--- config.mk ---
export PLATFORM = sky130hd
export DESIGN_NAME = hyb_final_adder
export DESIGN_NICKNAME = d
export VERILOG_FILES = /design/src/rtl/hyb_add_pkg.sv /design/src/rtl/hyb_ripple_seg.sv /design/src/rtl/hyb_ks_seg.sv /design/src/rtl/hyb_bk_core.sv /design/src/rtl/hyb_csel_seg.sv /design/src/rtl/hyb_final_adder.sv
export SDC_FILE = /design/constraint.sdc
export NUM_CORES = 1
export LEC_CHECK = 0
export BUFFER_PORTS_ARGS = -buffer_cell sky130_fd_sc_hd__buf_4
export CAP_MARGIN = 10
export CORE_ASPECT_RATIO = 0.5
export CORE_UTILIZATION = 40
export DETAILED_ROUTE_END_ITERATION = 12
export PLACE_DENSITY_LB_ADDON = 0.08
export SLEW_MARGIN = 20
export SYNTH_ARGS = -nofsm -noshare
export SYNTH_HDL_FRONTEND = slang
export SYNTH_SLANG_ARGS = --single-unit
--- constraint.sdc ---
create_clock -name vclk -period 14.3
set_input_delay 1.43 -clock vclk [all_inputs]
set_output_delay 1.43 -clock vclk [all_outputs]
set_load 0.03 [all_outputs]
--- src/rtl/hyb_add_pkg.sv ---
package hyb_add_pkg;

    typedef struct packed {
        logic g;
        logic p;
    } gp_t;

    function automatic gp_t gp_join(gp_t hi, gp_t lo);
        gp_t r;
        r.g = hi.g | (hi.p & lo.g);
        r.p = hi.p & lo.p;
        return r;
    endfunction

    function automatic int floor_pow2(int v);
        int q;
        q = 1;
        for (int k = 0; k < 30; k++)
            if ((q * 2) <= v) q = q * 2;
        return q;
    endfunction

    function automatic int ks_width(int n, int w1);
        int r;
        r = n - w1;
        if (r <= 8) return r;
        return floor_pow2(r);
    endfunction

    function automatic int cs_lo_width(int n, int w1);
        return (n - w1 - ks_width(n, w1)) / 2;
    endfunction

    function automatic int cs_hi_width(int n, int w1);
        return n - w1 - ks_width(n, w1) - cs_lo_width(n, w1);
    endfunction

endpackage

--- src/rtl/hyb_ripple_seg.sv ---
module hyb_ripple_seg #(
    parameter int W = 7
) (
    input  logic [W-1:0] a,
    input  logic [W-1:0] b,
    input  logic         ci,
    output logic [W-1:0] s,
    output logic         co
);
    logic run_c;

    always_comb begin
        run_c = ci;
        for (int i = 0; i < W; i++) begin
            s[i]  = a[i] ^ b[i] ^ run_c;
            run_c = (a[i] & b[i]) | (run_c & (a[i] ^ b[i]));
        end
        co = run_c;
    end
endmodule

--- src/rtl/hyb_ks_seg.sv ---
module hyb_ks_seg import hyb_add_pkg::*; #(
    parameter int W = 16
) (
    input  logic [W-1:0] a,
    input  logic [W-1:0] b,
    input  logic         ci,
    output logic [W-1:0] s,
    output logic         co
);
    localparam int LEVELS = (W > 1) ? $clog2(W) : 0;

    gp_t        pre [W];
    logic [W-1:0] bp;

    always_comb begin
        bp = a ^ b;
        for (int i = 0; i < W; i++) begin
            pre[i].g = a[i] & b[i];
            pre[i].p = bp[i];
        end
        // one row per level; walking down keeps the lower operand at this level's input value
        for (int lv = 0; lv < LEVELS; lv++)
            for (int i = W - 1; i >= (1 << lv); i--)
                pre[i] = gp_join(pre[i], pre[i - (1 << lv)]);
        s[0] = bp[0] ^ ci;
        for (int i = 1; i < W; i++)
            s[i] = bp[i] ^ (pre[i-1].g | (pre[i-1].p & ci));
        co = pre[W-1].g | (pre[W-1].p & ci);
    end
endmodule

--- src/rtl/hyb_bk_core.sv ---
module hyb_bk_core import hyb_add_pkg::*; #(
    parameter int W = 4
) (
    input  logic [W-1:0] a,
    input  logic [W-1:0] b,
    input  logic         ci,
    output logic [W-1:0] s,
    output logic         co
);
    localparam int TOP = floor_pow2(W);

    gp_t        pre [W];
    logic [W-1:0] bp;

    always_comb begin
        bp = a ^ b;
        for (int i = 0; i < W; i++) begin
            pre[i].g = a[i] & b[i];
            pre[i].p = bp[i];
        end
        // up-sweep builds power-of-two groups
        for (int d = 1; d < W; d = d * 2)
            for (int i = 2 * d - 1; i < W; i = i + 2 * d)
                pre[i] = gp_join(pre[i], pre[i - d]);
        // down-sweep fills the remaining positions
        for (int d = TOP; d >= 1; d = d / 2)
            for (int i = 3 * d - 1; i < W; i = i + 2 * d)
                pre[i] = gp_join(pre[i], pre[i - d]);
        s[0] = bp[0] ^ ci;
        for (int i = 1; i < W; i++)
            s[i] = bp[i] ^ (pre[i-1].g | (pre[i-1].p & ci));
        co = pre[W-1].g | (pre[W-1].p & ci);
    end
endmodule

--- src/rtl/hyb_csel_seg.sv ---
module hyb_csel_seg #(
    parameter int W = 4
) (
    input  logic [W-1:0] a,
    input  logic [W-1:0] b,
    input  logic         ci,
    output logic [W-1:0] s,
    output logic         co
);
    logic [W-1:0] s_zero, s_one;
    logic         c_zero, c_one;

    hyb_bk_core #(.W(W)) u_bk0 (.a(a), .b(b), .ci(1'b0), .s(s_zero), .co(c_zero));
    hyb_bk_core #(.W(W)) u_bk1 (.a(a), .b(b), .ci(1'b1), .s(s_one),  .co(c_one));

    always_comb begin
        s  = ci ? s_one : s_zero;
        co = ci ? c_one : c_zero;
    end
endmodule

--- src/rtl/hyb_final_adder.sv ---
module hyb_final_adder import hyb_add_pkg::*; #(
    parameter int N  = 32,
    parameter int W1 = 7
) (
    input  logic [N-1:0] a_in,
    input  logic [N-1:0] b_in,
    input  logic         c_in,
    output logic [N-1:0] sum_out,
    output logic         c_out
);
    localparam int W2 = ks_width(N, W1);
    localparam int W3 = cs_lo_width(N, W1);
    localparam int W4 = cs_hi_width(N, W1);
    localparam int O2 = W1;
    localparam int O3 = W1 + W2;
    localparam int O4 = O3 + W3;

    logic cb1, cb2, cb3, cb4;

    generate
        if (W1 > 0) begin : g_rip
            hyb_ripple_seg #(.W(W1)) u_rip (
                .a(a_in[O2-1:0]), .b(b_in[O2-1:0]), .ci(c_in),
                .s(sum_out[O2-1:0]), .co(cb1));
        end else begin : g_rip_none
            assign cb1 = c_in;
        end

        if (W2 > 0) begin : g_ks
            hyb_ks_seg #(.W(W2)) u_ks (
                .a(a_in[O3-1:O2]), .b(b_in[O3-1:O2]), .ci(cb1),
                .s(sum_out[O3-1:O2]), .co(cb2));
        end else begin : g_ks_none
            assign cb2 = cb1;
        end

        if (W3 > 0) begin : g_cs_lo
            hyb_csel_seg #(.W(W3)) u_cs_lo (
                .a(a_in[O4-1:O3]), .b(b_in[O4-1:O3]), .ci(cb2),
                .s(sum_out[O4-1:O3]), .co(cb3));
        end else begin : g_cs_lo_none
            assign cb3 = cb2;
        end

        if (W4 > 0) begin : g_cs_hi
            hyb_csel_seg #(.W(W4)) u_cs_hi (
                .a(a_in[N-1:O4]), .b(b_in[N-1:O4]), .ci(cb3),
                .s(sum_out[N-1:O4]), .co(cb4));
        end else begin : g_cs_hi_none
            assign cb4 = cb3;
        end
    endgenerate

    assign c_out = cb4;
endmodule

==> metrics.md <==
| Metric | Value |
|---|---|
| Most frequent cells in the layout | `buf_4 (98), ha_1 (27), a21oi_1 (17)` |
| Crit path DAT | `around 6 ns` |
| Crit-path max FO | `4` |
| Max Cap Violations | `0` |
| DP Area | `2110 um^2` |
| Total wire length | `3360 um` |
| Site Rows | `14` |
| Die area | `3550 um^2` |
| Fin Setup TNS | `0 ns` |
| Die width | `between 80 and 90 um` |
| Setup violations, final | `0` |
| # DRC | `0` |
| Initial Utilization | `between 40% and 50%` |
| Worst slew margin | `63.5%` |
| Dpl hpwl | `2990 um` |
| Minimum clock period | `7.45 ns` |
| P_leak | `1.09 nW` |
| FF/Latch Area | `0 um^2` |
| Pwr per Cell Area | `68.7 nW/um^2` |
| Post-CTS Hold Fix Bufs | `0` |
| Part of the cycle the worst path needs | `a little over half` |
| Hold Violations, Final | `0` |
| Critical path type | `input pin to output pin` |
| Final-report max-slew violation count | `0` |
| Peak VDD IR | `between 0.05 and 0.06 mV` |
| Critical Path Most Common Cell | `fa_1` |
| Synthesized cell area | `1320 um^2` |
| Worst path max stage delay | `0.43 ns` |
| Largest net degree at the start of global routing | `7` |
| Via Count | `1513` |
| First-pass GRT wire length | `about 5600 um` |
| Die height | `42.7 um` |
| Post_cts resized | `0` |
| Sequential cell area fraction in the yosys report | `0%` |
| Antenna Cells | `0` |
| Final ANT Viol Nets | `0` |
| # Post-CTS Setup Buffers | `0` |
| CP Launch Type | `input pin` |
| Area Overhead vs Synth | `59.4%` |
| Routed length per instance | `11.3 um` |
| Mean Syn Cell Area | `8.32 um^2` |
| Vias in the first global route | `1358` |
| Commonest non-fill, non-tap cell in the layout | `buf_4` |
| Cells after Synth | `159` |
| Slowest stage cell on the critical path | `fa_1` |
| Sequential cell count | `0` |
| YS warnings | `0` |
| Area of the multi-input gates | `1270 um^2` |
| Final #Nets | `359` |
| Antenna violations before repair | `0` |
| Slew at the pin with the worst max-slew slack | `approximately 0.54 ns` |
| Fraction of layout cells with a size suffix above 1 | `40.9%` |
| CLK BUF | `0` |
| Filler Cells Inserted | `266` |
| Final Cell Area | `2110 um^2` |
| Post-synth net total | `259` |
| CP required | `approximately 13 ns` |
| Ports | `98` |
| GRT Overall Usage | `18.3%` |
| Power Total | `0.145 mW` |
| Grt ovf | `0` |
| Drt initial violations | `23` |
| PortBufs | `98` |
| Yosys cell types | `36` |
| Core footprint | `3070 um^2` |
| Via density | `5.09` |
| Worst min-delay path class | `input pin to output pin` |
| Fmax | `between 0.1 and 0.15 GHz` |
| Outcome | `complete, no violations` |
| Gpl congestion | `0.810` |
| Critical Path Sink Type | `output pin` |
| Crit path cell chain | `buf_4 > fa_1 > fa_1 > fa_1 > fa_1 > fa_1 > fa_1 > fa_1 > a21oi_1 > nand3b_1 > a21boi_2 > o41a_4 > a2111oi_4 > nor3_1 > xor2_1 > buf_4` |
| DR pass1 iterations | `4` |
| RSZ-0062 raised after global routing | `false` |
-- logic make-up after synthesis --
kind of cell | synth area share (%)
buf+inv | 3.97
simple gates | 15.5
compound gates | 28.3
xor+xnor | 14.6
fa+ha+maj | 37.7
-- per-layer routing --
layer  wire length (um)  GRT usage [%]  up-vias  part of all wire (%)
met4                  0              0        0                     0
met3                237           1.17        0                   7.0
li1                   -              -      774                     -
met5                  0              0        -                     0
met1               1470           23.4      687                    44
met2               1660           36.4       52                    49
-- where the power goes --
part	internal, mW	total (mW)	leakage [nW]	switching (mW)
Clock	0	0	0	0
Sequential	0	0	0	0
Combinational	0.0626	0.145	1.09	0.0822
Total	0.0626	0.145	1.09	0.0822
-- cell usage after synthesis, types with 3 or more instances --
cell | n | share of area (%)
inv_1 | 14 | 4.0
o21a_1 | 3 | 1.7
fa_1 | 8 | 12
o21bai_1 | 3 | 1.7
nor3_1 | 4 | 1.5
a21oi_1 | 17 | 6.4
nand2_1 | 5 | 1.4
o21ai_0 | 8 | 3.0
nor2_1 | 13 | 3.7
xor2_1 | 8 | 5.3
nand4_1 | 3 | 1.4
nand2b_1 | 3 | 1.4
ha_1 | 27 | 26
xnor2_1 | 14 | 9.3
a21o_1 | 5 | 2.8
-- layout make-up --
cell class / instances / share of cell area, %
well taps: 40 / 2.37
inverters: 14 / 2.49
repair buffers: 98 / 34.9
multi-input cells: 145 / 60.2
-- critical path, delay by kind of cell --
kind	cells	cell delay (ns)
buffers and inverters	2	0.28
AO/OA/AOI/OAI	4	1.07
XOR/XNOR	1	0.15
adder cells (fa/ha/maj)	7	2.78
AND/OR/NAND/NOR	2	0.30
-- final timing paths --
check     from           to  slack, ns  cells past startpoint
max    a_in[0]  sum_out[21]       6.85                     16
min       c_in   sum_out[0]       3.24                      3
-- stage by stage --
step,std cells,worst slack [ns],utilization (%),hold slack [ns]
2_1_floorplan,159,7.00,-,3.18
3_3_place_gp,297,6.96,68.8,3.24
3_5_place_dp,297,6.86,68.8,3.24
4_1_cts,297,6.85,68.8,3.24
5_1_grt,297,6.64,68.8,3.24
6_report,297,6.85,68.8,3.24
(Power assumes the default switching activity.)
